[src/rtl/ks_pkg.sv]
// Package: shared constants and the mode word layout for the keystream
// mode register and output packer. Assumes bit 0 is the least significant bit.
package ks_pkg;

    localparam int unsigned MODE_W     = 64;
    localparam int unsigned FRAME_BITS = 228;
    localparam int unsigned BLOCK_BITS = 114;

    localparam int unsigned SPLIT_POS  = 7;
    localparam int unsigned ALT_POS    = 5;

    // Reserved bits: 63..8 and 2
    localparam logic [MODE_W-1:0] RSV_MASK = 64'hFFFF_FFFF_FFFF_FF04;

    typedef struct packed {
        logic [55:0] rsv_hi;
        logic        split;
        logic        icv_check;
        logic        alt_mode;
        logic        opt_p;
        logic        opt_i;
        logic        rsv_lo;
        logic [1:0]  alg;
    } ks_mode_t;

endpackage

[src/rtl/ks_mode_reg.sv]
// Module: holds the mode word, refuses illegal or busy-time writes and
// raises sticky error flags. Assumes one write per strobed cycle.
module ks_mode_reg
    import ks_pkg::*;
(
    input  logic              clk,
    input  logic              rst_n,
    input  logic              reinit,
    input  logic              wr_en,
    input  logic [MODE_W-1:0] wr_data,
    input  logic              busy,
    output ks_mode_t          mode,
    output logic              err_data,
    output logic              err_ctx
);

    logic illegal;

    // Decide whether a write value breaks the field rules
    always_comb begin
        illegal = (|(wr_data & RSV_MASK)) | (wr_data[SPLIT_POS] & wr_data[ALT_POS]);
    end

    // Update the mode word or record the reason it was refused
    always_ff @(posedge clk) begin
        if (!rst_n) begin
            mode     <= '0;
            err_data <= 1'b0;
            err_ctx  <= 1'b0;
        end else if (reinit) begin
            mode <= '0;
        end else if (wr_en) begin
            if (busy) begin
                err_ctx <= 1'b1;
            end else if (illegal) begin
                err_data <= 1'b1;
            end else begin
                mode <= ks_mode_t'(wr_data);
            end
        end
    end

endmodule

[src/rtl/ks_bit_packer.sv]
// Module: gathers serial keystream bits into words, earliest bit in the MSB.
// Closes a word when full, at the frame end, or at the block end in split mode.
// Assumes the split setting is constant within a frame.
module ks_bit_packer #(
    parameter int unsigned WORD_W     = 64,
    parameter int unsigned FRAME_BITS = 228,
    parameter int unsigned BLOCK_BITS = 114
) (
    input  logic              clk,
    input  logic              rst_n,
    input  logic              reinit,
    input  logic              split,
    input  logic              bit_vld,
    input  logic              bit_in,
    output logic              word_vld,
    output logic [WORD_W-1:0] word_data
);

    localparam int unsigned POS_W  = $clog2(FRAME_BITS);
    localparam int unsigned FILL_W = $clog2(WORD_W);

    logic [WORD_W-1:0] acc;
    logic [FILL_W-1:0] fill;
    logic [POS_W-1:0]  pos;
    logic [FILL_W-1:0] fill_rev;
    logic              frame_end;
    logic              word_end;

    // Place the incoming bit and detect the word boundary
    always_comb begin
        fill_rev  = FILL_W'(WORD_W - 1) - fill;
        word_data = acc | ({{(WORD_W-1){1'b0}}, bit_in} << fill_rev);
        frame_end = (pos == POS_W'(FRAME_BITS - 1));
        word_end  = (fill == FILL_W'(WORD_W - 1)) || frame_end
                    || (split && (pos == POS_W'(BLOCK_BITS - 1)));
        word_vld  = bit_vld && word_end;
    end

    // Advance the partial word, fill count and frame position
    always_ff @(posedge clk) begin
        if (!rst_n || reinit) begin
            acc  <= '0;
            fill <= '0;
            pos  <= '0;
        end else if (bit_vld) begin
            if (word_end) begin
                acc  <= '0;
                fill <= '0;
            end else begin
                acc  <= word_data;
                fill <= fill + 1'b1;
            end
            pos <= frame_end ? '0 : pos + 1'b1;
        end
    end

endmodule

[src/rtl/ks_word_fifo.sv]
// Module: show-ahead word queue with a sticky underflow flag.
// Assumes DEPTH is a power of two. A push while full is dropped.
module ks_word_fifo #(
    parameter int unsigned WIDTH = 64,
    parameter int unsigned DEPTH = 8
) (
    input  logic             clk,
    input  logic             rst_n,
    input  logic             reinit,
    input  logic             push,
    input  logic [WIDTH-1:0] push_data,
    input  logic             pop,
    output logic [WIDTH-1:0] head,
    output logic             empty,
    output logic             underflow
);

    localparam int unsigned AW = $clog2(DEPTH);

    logic [WIDTH-1:0] mem [DEPTH];
    logic [AW-1:0]    wp;
    logic [AW-1:0]    rp;
    logic [AW:0]      cnt;
    logic             full;
    logic             do_push;
    logic             do_pop;

    // Derive queue status and the visible head word
    always_comb begin
        empty   = (cnt == '0);
        full    = (cnt == (AW+1)'(DEPTH));
        do_push = push && !full;
        do_pop  = pop && !empty;
        head    = empty ? '0 : mem[rp];
    end

    // Store pushed words
    always_ff @(posedge clk) begin
        if (do_push) begin
            mem[wp] <= push_data;
        end
    end

    // Move pointers, keep the count and latch underflow
    always_ff @(posedge clk) begin
        if (!rst_n) begin
            wp        <= '0;
            rp        <= '0;
            cnt       <= '0;
            underflow <= 1'b0;
        end else if (reinit) begin
            wp  <= '0;
            rp  <= '0;
            cnt <= '0;
        end else begin
            if (do_push) wp <= wp + 1'b1;
            if (do_pop)  rp <= rp + 1'b1;
            cnt <= cnt + (AW+1)'(do_push) - (AW+1)'(do_pop);
            if (pop && empty) underflow <= 1'b1;
        end
    end

endmodule

[src/rtl/ks_mode_packer.sv]
// Module: top of the keystream mode register and output packer.
// Joins the mode register, the bit packer and the output queue.
module ks_mode_packer
    import ks_pkg::*;
#(
    parameter int unsigned FIFO_DEPTH = 8
) (
    input  logic              clk,
    input  logic              rst_n,
    input  logic              reinit,
    input  logic              cfg_wr_en,
    input  logic [MODE_W-1:0] cfg_wr_data,
    output logic [MODE_W-1:0] cfg_rd_data,
    input  logic              core_busy,
    input  logic              ks_valid,
    input  logic              ks_bit,
    input  logic              fifo_rd,
    output logic [MODE_W-1:0] fifo_rdata,
    output logic              err_data,
    output logic              err_context,
    output logic              fifo_underflow
);

    ks_mode_t          mode;
    logic              word_vld;
    logic [MODE_W-1:0] word_data;
    logic              q_empty;

    ks_mode_reg u_mode (
        .clk      (clk),
        .rst_n    (rst_n),
        .reinit   (reinit),
        .wr_en    (cfg_wr_en),
        .wr_data  (cfg_wr_data),
        .busy     (core_busy),
        .mode     (mode),
        .err_data (err_data),
        .err_ctx  (err_context)
    );

    ks_bit_packer #(
        .WORD_W     (MODE_W),
        .FRAME_BITS (FRAME_BITS),
        .BLOCK_BITS (BLOCK_BITS)
    ) u_pack (
        .clk       (clk),
        .rst_n     (rst_n),
        .reinit    (reinit),
        .split     (mode.split),
        .bit_vld   (ks_valid),
        .bit_in    (ks_bit),
        .word_vld  (word_vld),
        .word_data (word_data)
    );

    ks_word_fifo #(
        .WIDTH (MODE_W),
        .DEPTH (FIFO_DEPTH)
    ) u_fifo (
        .clk       (clk),
        .rst_n     (rst_n),
        .reinit    (reinit),
        .push      (word_vld),
        .push_data (word_data),
        .pop       (fifo_rd),
        .head      (fifo_rdata),
        .empty     (q_empty),
        .underflow (fifo_underflow)
    );

    // Expose the stored mode word on the read port
    always_comb begin
        cfg_rd_data = MODE_W'(mode);
    end

endmodule

[config.mk]
export PLATFORM = sky130hd
export DESIGN_NAME = ks_mode_packer
export DESIGN_NICKNAME = d
export VERILOG_FILES = /design/src/rtl/ks_pkg.sv /design/src/rtl/ks_mode_reg.sv /design/src/rtl/ks_bit_packer.sv /design/src/rtl/ks_word_fifo.sv /design/src/rtl/ks_mode_packer.sv
export SDC_FILE = /design/constraint.sdc
export NUM_CORES = 1
export LEC_CHECK = 0
export BUFFER_PORTS_ARGS = -buffer_cell sky130_fd_sc_hd__clkbuf_2
export CORE_MARGIN = 3
export CORE_UTILIZATION = 29
export CTS_CLUSTER_SIZE = 20
export DETAILED_ROUTE_END_ITERATION = 8
export SLEW_MARGIN = 20
export SYNTH_ARGS = -nofsm -noshare
export SYNTH_HDL_FRONTEND = slang
export SYNTH_SLANG_ARGS = --single-unit
[constraint.sdc]
create_clock -name clk -period 10.4 [get_ports clk]
set_clock_uncertainty 0.05 [all_clocks]
set_input_delay 0.52 -clock clk [delete_from_list [all_inputs] [get_ports clk]]
set_output_delay 0.52 -clock clk [all_outputs]
set_load 0.005 [all_outputs]
Yosys cells after proc, flatten, opt, wreduce, memory -nomap -nowiden
Memory sizes are Yosys's and may differ from the RTL's. A register that Yosys moved wholly into a read port is not among the register bits.
Cells that the tools add are included.
{ "totals": {"regBits": 155, "ramBits": 512, "in_bits": 72, "output_inout_bits": 131, "wordCells": 63, "mem_count": 1} }
{ "op_classes": {"n_addsub": 7, "eq_ne": 4, "n_shift": 1, "mux": 8, "bitwise_logic": 7, "reduce_logical": 18} }
{ "memory_table": {"columns": ["memory", "depth", "word_bits", "read_ports", "rd_clocked_by_memory_dff", "write_ports", "line", "source"], "rows": [
  ["u_fifo.mem", 8, 64, 1, 1, 1, "ks_word_fifo.sv:20", "logic [WIDTH-1:0] mem [DEPTH];"]
]} }
{ "ops": {"columns": ["operator", "count"], "rows": [
  ["two-way mux 64 bit", 2],
  ["OR 64 bit", 1],
  ["left shift 1 x 6 -> 64 bit", 1],
  ["OR reduction 57 bit", 1],
  ["adder 8 x 1 -> 8 bit, second input constant", 1],
  ["equality test 8 x 7 -> 1 bit, second input constant", 1],
  ["equality test 8 bit, second input constant", 1],
  ["two-way mux 8 bit", 1],
  ["adder 3 x 1 -> 3 bit, second input constant", 2],
  ["adder 6 x 1 -> 6 bit, second input constant", 1],
  ["equality test 6 bit, second input constant", 1],
  ["two-way mux 3 bit", 2],
  ["two-way mux 6 bit", 1],
  ["AND reduction 3 bit", 2],
  ["subtractor 6 bit, first input constant", 1],
  ["logical AND 1 bit", 5],
  ["adder 4 x 1 -> 4 bit", 1],
  ["equality test 4 bit, second input constant", 1],
  ["logical NOT 4 bit", 1],
  ["NOT 1 bit", 4],
  ["AND reduction 4 bit", 1],
  ["subtractor 4 x 1 -> 4 bit", 1],
  ["logical NOT 1 bit", 3],
  ["logical OR 1 bit", 3],
  ["5 further kinds", 6]
]} }

Longest topological paths before layout
Gate-level depths: netlist of run 1.
{ "depth": {"depth_word": 7, "depth_mapped": 12, "depth_no_buf": 11} }

Hierarchy
From an unflattened synthesis of run 1, not the netlist that was laid out.
{ "unflattened": {"hier_cells": 1441, "hier_area_um2": 25869.8} }
{ "modules_own_cells": {"columns": ["module", "instances", "cells_each", "area_each_um2", "seq_area_each_um2"], "rows": [
  ["ks_word_fifo", 1, 833, 19864.1, 15655.0],
  ["ks_bit_packer", 1, 419, 3827.4, 1561.5],
  ["ks_mode_reg", 1, 189, 2178.3, 1321.3]
]} }

Worst setup path after synthesis of run 1
Ideal clock, no wire load.
{ "synth_timing": {"path_kind": "input-to-reg", "startpoint": "input ks_valid", "endpoint": "memory u_fifo.mem[2][0] (enable)", "setup_time_ps": 430, "arrival_time_ps": 3003, "required_time_ps": 9920, "setup_slack_ps": 6918, "path_stages": 6, "path_buffers": 2, "path_cell_list": "buf_2 nand4b_1 a211o_1 a21oi_1 buf_4 and4bb_1"} }
{ "synth_between": {"elab_chain_cells": 4} }
{ "synth_rtl": {"columns": ["item", "line", "source"], "rows": [
  ["from (decl)", "ks_mode_packer.sv:15", "input logic ks_valid,"],
  ["logical AND 1 bit", "ks_bit_packer.sv:36", "word_vld = bit_vld && word_end;"],
  ["logical AND 1 bit", "ks_word_fifo.sv:32", "do_push = push && !full;"],
  ["named net u_fifo.do_push", "ks_word_fifo.sv:25", "logic do_push;"],
  ["two-way mux 1 bit", "ks_word_fifo.sv:39", "if (do_push) begin"],
  ["two-way mux 1 bit (implied by the code)", "ks_word_fifo.sv:40", "mem[wp] <= push_data;"],
  ["to (decl)", "ks_word_fifo.sv:20", null]
]} }
The timed path passes the listed nets, and every way through them passes these cells.

==> metrics.md, run 1 <==
| Metric | Value |
|---|---|
| Status | `completed` |
| Main synth FF type | `edfxtp_1` |
| FF-to-FF setup slack | `6710 ps` |
| Flops & latches, synth | `670` |
| IO Port Bufs | `202` |
| Final wirelength | `56.5 mm` |
| Layout Cell Area excl Fill | `0.0304 mm^2` |
| Fmax | `236 MHz` |
| Mapped Nets | `1549` |
| Largest fanout on the critical path | `34` |
| Period utilisation layout | `40.7%` |
| Nets@finish | `1756` |
| Combinational share of power | `9.0%` |
| Largest net degree at the start of global routing | `71` |
| Synth area leader | `edfxtp_1` |
| Final setup fails | `0` |
| Max-slew headroom | `26.1%` |
| Startpoint Class | `flop` |
| Peak supply drop | `102 uV` |
| Row count | `108` |
| Unique masters post-synth | `47` |
| Slew @ Worst Pin | `1110 ps` |
| Final hold violations | `0` |
| Initial core utilization | `29.3%` |
| PostCTS Resize Cnt | `0` |
| Gpl congestion | `0.843` |
| Vias per cell | `4.73` |
| Cell Area, Synth | `0.0255 mm^2` |
| Drc violations | `0` |
| Vias post-DR | `13700` |
| Clock latency on the worst-skew pair | `610 ps` |
| Pwr dens | `203 mW/mm^2` |
| Net Sw Power | `1.40 mW` |
| HPWL after DPL | `32.3 mm` |
| R2R depth | `6` |
| Clock network power share | `44.5%` |
| Mean area per synthesized cell | `17.4 um^2` |
| Hold-fix buffers at CTS | `0` |
| Synth top area cells | `edfxtp_1 60%, dfxtp_1 12%, mux4_2 11%` |
| Number of synthesized flops with an enable pin | `512` |
| Cells after Synth | `1465` |
| Switching part of the total | `22.7%` |
| Longest Clk Path Bufs | `3` |
| Post-synth top cells | `512 x edfxtp_1, 161 x nor2_1, 158 x dfxtp_1, 128 x mux4_2, 75 x mux2i_1` |
| Die Height | `302 um` |
| Max cap viols | `0` |
| H-tree depth | `3` |
| Die area | `0.0915 mm^2` |
| Sink Count | `670` |
| WP data arrival | `3660 ps` |
| Die width | `302 um` |
| Number of buffers created by CTS | `73` |
| Post-DRT Antenna Nets | `0` |
| Final TNS setup | `0 ps` |
| Root Buffer | `clkbuf_16` |
| Initial DRT Pass Iterations | `4` |
| Routed WL per cell | `19.6 um` |
| Ports | `203` |
| Share of cells above drive strength 1 | `28.7%` |
| CP Class | `reg -> out` |
| Post-synthesis async set-or-reset flop share | `0%` |
| CTS tree | `built` |
| Hold path depth | `3` |
| GRT Overall Usage | `12.4%` |
| Flop pwr share | `46.5%` |
| Core Area | `0.0870 mm^2` |
| Post-synth top area share | `60.3%` |
| Internal power | `4.76 mW` |
| Initial DRC count | `956` |
| First-pass GRT wire length | `86.7 mm` |
| Slew Viols, Final | `0` |
| Yosys warning count | `0` |
| Kind of end point of the critical path | `primary output` |
| RSZ-0062 raised after global routing | `false` |
| LEAKAGE | `9.55 nW` |
| Initial antenna violation count | `1` |
| Placed Instance Area | `0.0278 mm^2` |
| Post-layout min period | `4230 ps` |
| Post-CTS setup buffers | `0` |
| Area growth syn-to-layout | `19.2%` |
| CP required | `9830 ps` |
| Diodes inserted | `0` |
| Vias in the first global route | `14400` |
| HP Class | `in -> reg` |
| Most common cell in the netlist | `edfxtp_1` |
| Worst-path clk slew | `60 ps` |
| Seq/Total Area, Yosys | `72.7%` |
| Fillers | `8219` |
| GR Overflow Total | `0` |
[critical path, cell delays in order (launching register included)]
cell      delay, ps
dfxtp_4         650
buf_4           600
buf_4           690
mux4_2          580
mux2i_1         170
nor2_1          120
clkbuf_2        180
[registers in the layout, summed over array words and instances, names as in the netlist, named ones only]
signal,cells
u_fifo.mem,512
u_mode.mode,64
u_pack.acc,64
u_pack.pos,8
u_pack.fill,6
u_fifo.cnt,4
u_fifo.rp,3
u_fifo.wp,3
u_fifo.underflow,1
u_mode.err_ctx,1
u_mode.err_data,1
[kinds of logic after synthesis]
group	share of synthesized area (%)
flip-flops	72.7
AND/OR/NAND/NOR	6.41
multiplexers	14.3
AO/OA/AOI/OAI	3.69
buffers and inverters	1.84
XOR/XNOR	0.481
adder cells (fa/ha/maj)	0.618
[power groups by stage]
stage	logic, mW	clock network (mW)	registers (mW)
after floorplan	0.302	0	2.91
after global placement	0.588	0	2.92
after detailed placement	0.592	0	2.92
after CTS	0.594	2.81	2.87
after global routing	0.637	2.93	2.87
final	0.552	2.74	2.86
[placed cells by master (no fill, tap or decap), drive strengths merged, types with 2 or more instances in the layout]
| cell type | instances |
|---|---|
| a211oi | 3 |
| a21o | 65 |
| a21oi | 38 |
| a31oi | 32 |
| and2 | 6 |
| and3 | 4 |
| and4b | 3 |
| and4bb | 2 |
| buf | 22 |
| bufinv | 9 |
| clkbuf | 300 |
| clkinv | 18 |
| clkinvlp | 4 |
| dfxtp | 158 |
| edfxtp | 512 |
| ha | 11 |
| inv | 17 |
| mux2i | 75 |
| mux4 | 128 |
| nand2 | 27 |
| nand2b | 3 |
| nand3 | 4 |
| nand3b | 5 |
| nand4 | 10 |
| nand4b | 2 |
| nor2 | 162 |
| nor2b | 6 |
| nor3 | 6 |
| nor3b | 57 |
| nor4 | 15 |
| o21ai | 3 |
| or3 | 2 |
| or3b | 2 |
| xnor2 | 6 |
| xor2 | 8 |
[layout make-up]
class                      count  area (um^2)  share of cell area [%]
tap                         1155         1450                    4.75
clock inverter                37          492                    1.62
inverter                      11         41.3                   0.136
sequential                   670        18500                    61.0
multi-input combinational    692         6540                    21.5
clock buffer                  98         2140                    7.03
timing repair buffer         224         1190                    3.91
[per-stage QoR]
step / setup WS, ps / cells / hold slack, ps / total power, mW / utilization, %
6_report: 6170 / 2887 / 87.8 / 6.16 / 34.9
4_1_cts: 5950 / 2887 / 53.6 / 6.27 / 34.9
5_1_grt: 5770 / 2887 / 70.1 / 6.44 / 34.9
3_5_place_dp: 6340 / 2752 / 398 / 3.51 / 31.9
3_3_place_gp: 6450 / 2752 / 396 / 3.51 / 31.9
2_1_floorplan: 6920 / 1465 / 389 / 3.21 / -
[per-layer routing]
metal | wire length [um] | global-route usage, %
met5 | 0 | 0
met4 | 1560 | 4.13
met3 | 2890 | 2.50
met2 | 27500 | 20.7
met1 | 24600 | 16.3
[worst paths after layout]
check,start,to
min,cfg_wr_data[0],u_mode.mode[0]
max reg2reg,u_pack.fill[0],u_fifo.mem[1][24]
min reg2reg,u_mode.mode[6],u_mode.mode[6]
max,flop,fifo_rdata[3]
Power figures use the tool's default switching activity.
==> inputs of run 2 (changes only) <==
==> constraint.sdc (replaced) <==
create_clock -name clk -period 3.7 [get_ports clk]
set_clock_uncertainty 0.05 [all_clocks]
set_input_delay 0.185 -clock clk [delete_from_list [all_inputs] [get_ports clk]]
set_output_delay 0.185 -clock clk [all_outputs]
set_load 0.005 [all_outputs]
==> run 2 against run 1 <==
Sequential power rose to 2.8 times the previous value. Global-route usage up 0.55 points. Cell area up 0.84%. Register-to-register slack worse by 6200 ps. Largest cell class unchanged. Critical path type is now reg -> reg. Hold slack better by 20 ps. Via count up 1.5%. Sequential share of layout area down 0.51 points. Flip-flop and latch count unchanged. Clock-buffer cell count down 8. First-iteration DRC count up 4.4%. Non-clock buffer count up 30. Total power rose to 2.8 times the previous value.
==> metrics.md, run 2 (synthesized netlist as in run 1, its figures left out) <==
| Metric | Value |
|---|---|
| Largest Register | `u_fifo.mem` |
| GR Overflow Total | `0 (unchanged)` |
| Final core occ | `35.2% (+0.29 points)` |
| Post-DRT Antenna Nets | `0 (unchanged)` |
| Gpl congestion | `0.842 (-0.14%)` |
| Period utilisation layout | `85.1%` |
| CP required | `3940 ps (-5890 ps)` |
| CP Class | `reg -> reg` |
| Startpoint Class | `flop` |
| Largest net degree at the start of global routing | `71 (unchanged)` |
| Die Height | `302 um (unchanged)` |
| Number of buffers created by CTS | `71 (-2.7%)` |
| WL met2 | `29.1 mm (+6.1%)` |
| Final wirelength | `59.3 mm (+4.9%)` |
| Slew Viols, Final | `0 (unchanged)` |
| Met3 wire len | `3.58 mm (+24%)` |
| Ports | `203 (unchanged)` |
| Clock latency on the worst-skew pair | `620 ps (about the same)` |
| Post-CTS setup buffers | `0 (unchanged)` |
| Pwr dens | `553 mW/mm^2 (+170%)` |
| LEAKAGE | `9.64 nW (+0.91%)` |
| Core Area | `0.0870 mm^2 (unchanged)` |
| Kind of end point of the critical path | `flop` |
| Commonest non-fill, non-tap cell in the layout | `edfxtp_1` |
| Vias post-DR | `13900 (+1.5%)` |
| First-pass GRT wire length | `89.7 mm (+3.4%)` |
| Peak supply drop | `331 uV (+230%)` |
| Final TNS setup | `0 ps (unchanged)` |
| HP Class | `in -> reg` |
| H-tree depth | `3 (unchanged)` |
| WL met1 | `25.3 mm (+2.9%)` |
| Max FFs per register | `512 (unchanged)` |
| Drc violations | `0 (unchanged)` |
| Fmax | `318 MHz` |
| Share of cells above drive strength 1 | `28.4% (-0.33 points)` |
| HPWL after DPL | `35.7 mm (+11%)` |
| DR top layer | `met4` |
| Final hold violations | `0 (unchanged)` |
| Vias in the first global route | `14600 (+1.4%)` |
| RSZ-0062 raised after global routing | `false` |
| Crit path cell chain | `ha_1 -> nand4_1 -> or2_1 -> a21oi_1 -> buf_4 -> and4bb_4 -> buf_12` |
| Commonest non-fill, non-tap cells in the layout | `512 x edfxtp_1, 202 x clkbuf_2, 160 x nor2_1, 155 x dfxtp_1, 128 x mux4_2` |
| Row count | `108 (unchanged)` |
| Initial antenna violation count | `1 (unchanged)` |
| Sink Count | `670 (unchanged)` |
| Root Buffer | `clkbuf_16` |
| Final setup fails | `0 (unchanged)` |
| IO Port Bufs | `202 (unchanged)` |
| Max-slew headroom | `16.3% (-9.9 points)` |
| Longest Clk Path Bufs | `3 (unchanged)` |
| Area growth syn-to-layout | `20.2%` |
| Status | `completed` |
| Max cap viols | `0 (unchanged)` |
| Max incr delay on CP | `590 ps (-100 ps)` |
| Routed WL per cell | `20.4 um (+3.9%)` |
| Worst-path clk slew | `60 ps (about the same)` |
| Die area | `0.0915 mm^2 (unchanged)` |
| CTS tree | `built` |
| Post-layout min period | `3150 ps` |
| GRT Overall Usage | `13.0% (+0.55 points)` |
| Largest fanout on the critical path | `23 (-32%)` |
| Post-route insts no fill | `2914 (+0.94%)` |
| Hold Slack | `108 ps (+20.0 ps)` |
| Initial DRC count | `998 (+4.4%)` |
| Initial DRT Pass Iterations | `5 (+1)` |
| Nets@finish | `1784 (+1.6%)` |
| Slew @ Worst Pin | `1250 ps (+143 ps)` |
| Diodes inserted | `0 (unchanged)` |
| Slowest stage cell on the critical path | `and4bb_4` |
| Largest registers | `u_fifo.mem x512, u_mode.mode x64, u_pack.acc x64` |
| Placed cells | `2768 (+0.58%)` |
| Initial core utilization | `29.3% (unchanged)` |
| Die width | `302 um (unchanged)` |
| Vias per cell | `4.76 (+0.57%)` |
| WP data arrival | `3390 ps (-270 ps)` |
==> run 2: area by class of cell <==
class | count | area (um^2)
inverter | 11 | 41.3
multi-input combinational | 692 | 6550
timing repair buffer | 254 | 1650
fill | 8234 | 56400
clock inverter | 42 | 469
clock buffer | 90 | 1950
tap | 1155 | 1450
sequential | 670 | 18500
==> run 2: metrics by stage <==
| step | worst slack, ps | power (mW) | cell area, um^2 |
|---|---|---|---|
| 6_report | 553 | 17.0 | 30700 |
| 5_1_grt | 327 | 17.7 | 30700 |
| 4_1_cts | 517 | 17.2 | 30600 |
| 3_5_place_dp | 562 | 9.91 | 28100 |
| 3_3_place_gp | 622 | 9.89 | 28100 |
| 2_1_floorplan | 336 | 9.03 | 25500 |
==> run 2: final timing paths <==
path / from / end / slack, ps / depth (start not counted)
worst max-delay path: u_pack.fill[0] / u_fifo.mem[1][45] / 550 / 7
worst min-delay path: reinit / u_mode.mode[7] / 110 / 5
worst max register to register: u_pack.fill[0] / u_fifo.mem[1][45] / 550 / 7
worst min register to register: u_pack.acc[58] / u_pack.acc[58] / 420 / 2
==> run 2: report_power, final <==
group | total (mW) | internal, mW | switching (mW)
Combinational | 1.64 | 0.674 | 0.969
Sequential | 8.03 | 8.01 | 0.0278
Clock | 7.28 | 4.34 | 2.94
Total | 17.0 | 13.0 | 3.93
==> run 2: routing by layer <==
metal	track usage, %	vias up
li1	-	6187
met1	16.6	7148
met2	22.0	455
met3	2.96	78
met4	3.90	0
met5	0	-
==> run 2: worst max-delay path: cells and delay by family, from the launching register on <==
family          cells  cell delay, ps
flops               1             560
simple gates        3            1050
fa+ha+maj           1             250
compound gates      1             400
buf+inv             2             510
==> run 2: what timing repair did <==
item,in CTS,in global routing
hold buffers,14,0
endpoints found under the hold margin,16,0
endpoints found under the setup margin,0,0
gates resized for setup,0,0
==> inputs of run 3 (changes only) <==
--- a/config.mk
+++ b/config.mk
@@ -8,6 +8,7 @@
 export BUFFER_PORTS_ARGS = -buffer_cell sky130_fd_sc_hd__clkbuf_2
 export CORE_MARGIN = 3
 export CORE_UTILIZATION = 29
+export CTS_BUF_LIST = sky130_fd_sc_hd__clkbuf_16
 export CTS_CLUSTER_SIZE = 20
 export DETAILED_ROUTE_END_ITERATION = 8
 export SLEW_MARGIN = 20
==> run 3 against run 2 <==
Total power decreased by 0.69%. Critical path type unchanged. Register-to-register slack about the same. Global-route usage about the same.
==> metrics.md, run 3 (synthesized netlist as in run 1, its figures left out) <==
| Metric | Value |
|---|---|
| Root Buffer | `clkbuf_16` |
| Commonest non-fill, non-tap cell in the layout | `edfxtp_1` |
| Nets@finish | `1784 (unchanged)` |
| Post-layout min period | `3150 ps (+3.39 ps)` |
| Gpl congestion | `0.842 (unchanged)` |
| PostCTS Resize Cnt | `0 (unchanged)` |
| Max FFs per register | `512 (unchanged)` |
| Share of cells above drive strength 1 | `28.2% (-0.17 points)` |
| Vias post-DR | `13900 (-0.10%)` |
| Peak supply drop | `330 uV (-0.26%)` |
| Drc violations | `0 (unchanged)` |
| Post-CTS setup buffers | `0 (unchanged)` |
| Largest fanout on the critical path | `23 (unchanged)` |
| Hold-fix buffers at CTS | `14 (unchanged)` |
| Fillers | `8235 (+0.012%)` |
| Power Total | `16.8 mW (-0.69%)` |
| Max cap viols | `0 (unchanged)` |
| Crit path cell chain | `ha_1 -> nand4_1 -> or2_1 -> a21oi_1 -> buf_4 -> and4bb_4 -> buf_12` |
| Sink Count | `670 (unchanged)` |
| Area growth syn-to-layout | `20.1%` |
| IO Port Bufs | `202 (unchanged)` |
| Final wirelength | `59.2 mm (-0.10%)` |
| Area occupied by multi-input gates | `0.00655 mm^2 (unchanged)` |
| Final TNS setup | `0 ps (unchanged)` |
| RSZ-0062 raised after global routing | `false` |
| Layout Cell Area excl Fill | `0.0306 mm^2 (-0.13%)` |
| GRT Overall Usage | `13.0% (about the same)` |
| Worst-path clk slew | `60 ps (about the same)` |
| Kind of end point of the critical path | `flop` |
| LEAKAGE | `9.67 nW (+0.31%)` |
| Vias in the first global route | `14600 (-0.041%)` |
| FF/Latch Area | `0.0185 mm^2 (unchanged)` |
| Initial DRC count | `1071 (+7.3%)` |
| CP required | `3940 ps (about the same)` |
| Period utilisation layout | `85.2% (+0.092 points)` |
| Slowest stage cell on the critical path | `and4bb_4` |
| Setup ws final | `549 ps (-3.39 ps)` |
| GR Overflow Total | `0 (unchanged)` |
| Core Area | `0.0870 mm^2 (unchanged)` |
| Number of buffers created by CTS | `71 (unchanged)` |
| Hold path start | `reinit` |
| Initial DRT Pass Iterations | `5 (unchanged)` |
| Routed WL per cell | `20.3 um (-0.10%)` |
| CP Class | `reg -> reg` |
| Initial antenna violation count | `1 (unchanged)` |
| Post-DRT Antenna Nets | `0 (unchanged)` |
| HPWL after DPL | `35.7 mm (unchanged)` |
| Commonest non-fill, non-tap cells in the layout | `512 x edfxtp_1, 202 x clkbuf_2, 160 x nor2_1, 155 x dfxtp_1, 128 x mux4_2` |
| Die width | `302 um (unchanged)` |
| Pre-CTS setup slack | `562 ps (unchanged)` |
| Pwr dens | `550 mW/mm^2 (-0.56%)` |
| Ports | `203 (unchanged)` |
| Longest Clk Path Bufs | `3 (unchanged)` |
| Largest Register | `u_fifo.mem` |
| First-pass GRT wire length | `89.6 mm (about the same)` |
| Final setup fails | `0 (unchanged)` |
| Initial core utilization | `29.3% (unchanged)` |
| HP Class | `in -> reg` |
| Worst r2r src | `u_pack.fill[0]` |
| Status | `completed` |
| H-tree depth | `3 (unchanged)` |
| Final hold violations | `0 (unchanged)` |
| Worst Setup SP | `u_pack.fill[0]` |
| Diodes inserted | `0 (unchanged)` |
| Placed Instance Area | `0.0281 mm^2 (unchanged)` |
| Row count | `108 (unchanged)` |
| Die Height | `302 um (unchanged)` |
| Largest net degree at the start of global routing | `71 (unchanged)` |
| Max-slew headroom | `14.4% (-1.9 points)` |
| Clock latency on the worst-skew pair | `620 ps (about the same)` |
| WP data arrival | `3390 ps (about the same)` |
| CTS tree | `built` |
| Startpoint Class | `flop` |
| Die area | `0.0915 mm^2 (unchanged)` |
| Slew @ Worst Pin | `1280 ps (+28.3 ps)` |
| Slew Viols, Final | `0 (unchanged)` |
| Max incr delay on CP | `590 ps (about the same)` |
| Largest registers | `u_fifo.mem x512, u_mode.mode x64, u_pack.acc x64` |
| Vias per cell | `4.75 (-0.10%)` |
| Fmax | `317 MHz (-0.11%)` |
## run 3: changes by cell type in the layout (fill, tap and decap cells not counted), sizes merged
cell,delta
clkbuf,-16
inv,+13
clkinv,+3
## run 3: final cells by class
class                           count  area share (%)
Clock buffer                       74            6.05
Clock inverter                     58            1.73
Inverter                           11           0.135
Multi-Input combinational cell    692            21.4
Sequential cell                   670            60.6
Tap cell                         1155            4.72
Timing Repair Buffer              254            5.39
## run 3: worst max-delay path: cells and delay by family (launching register included)
family | cells | cell delay (ps)
AOI/OAI and AO/OA | 1 | 400
adders and majority gates | 1 | 250
buffers and inverters | 2 | 500
DFF | 1 | 570
and+or+nand+nor | 3 | 1040
## run 3: worst paths after layout
check                 endpoint  slack (ps)  cells after the start
max reg2reg  u_fifo.mem[1][45]         550                      7
min reg2reg     u_pack.acc[58]         420                      2
max          u_fifo.mem[1][45]         550                      7
min             u_mode.mode[7]         110                      5
## run 3: per-layer routing
| layer | global-route usage [%] | wire length [um] | vias up |
|---|---|---|---|
| li1 | - | - | 6184 |
| met1 | 16.6 | 25500 | 7173 |
| met2 | 22.0 | 29100 | 421 |
| met3 | 2.96 | 3430 | 76 |
| met4 | 3.90 | 1270 | 0 |
| met5 | 0 | 0 | - |
## run 3: per-stage QoR
step	hold slack [ps]	utilization, %	instances
2_1_floorplan	248	-	1465
3_3_place_gp	367	32.3	2768
3_5_place_dp	382	32.3	2768
4_1_cts	67.5	35.2	2914
5_1_grt	112	35.2	2914
6_report	110	35.2	2914
## run 3: where the power goes
group / internal [mW] / switching [mW] / leakage (nW) / total (mW)
combinational: 0.674 / 0.969 / 3.17 / 1.64
sequential: 8.01 / 0.0279 / 5.28 / 8.03
clock: 4.22 / 2.94 / 1.22 / 7.16
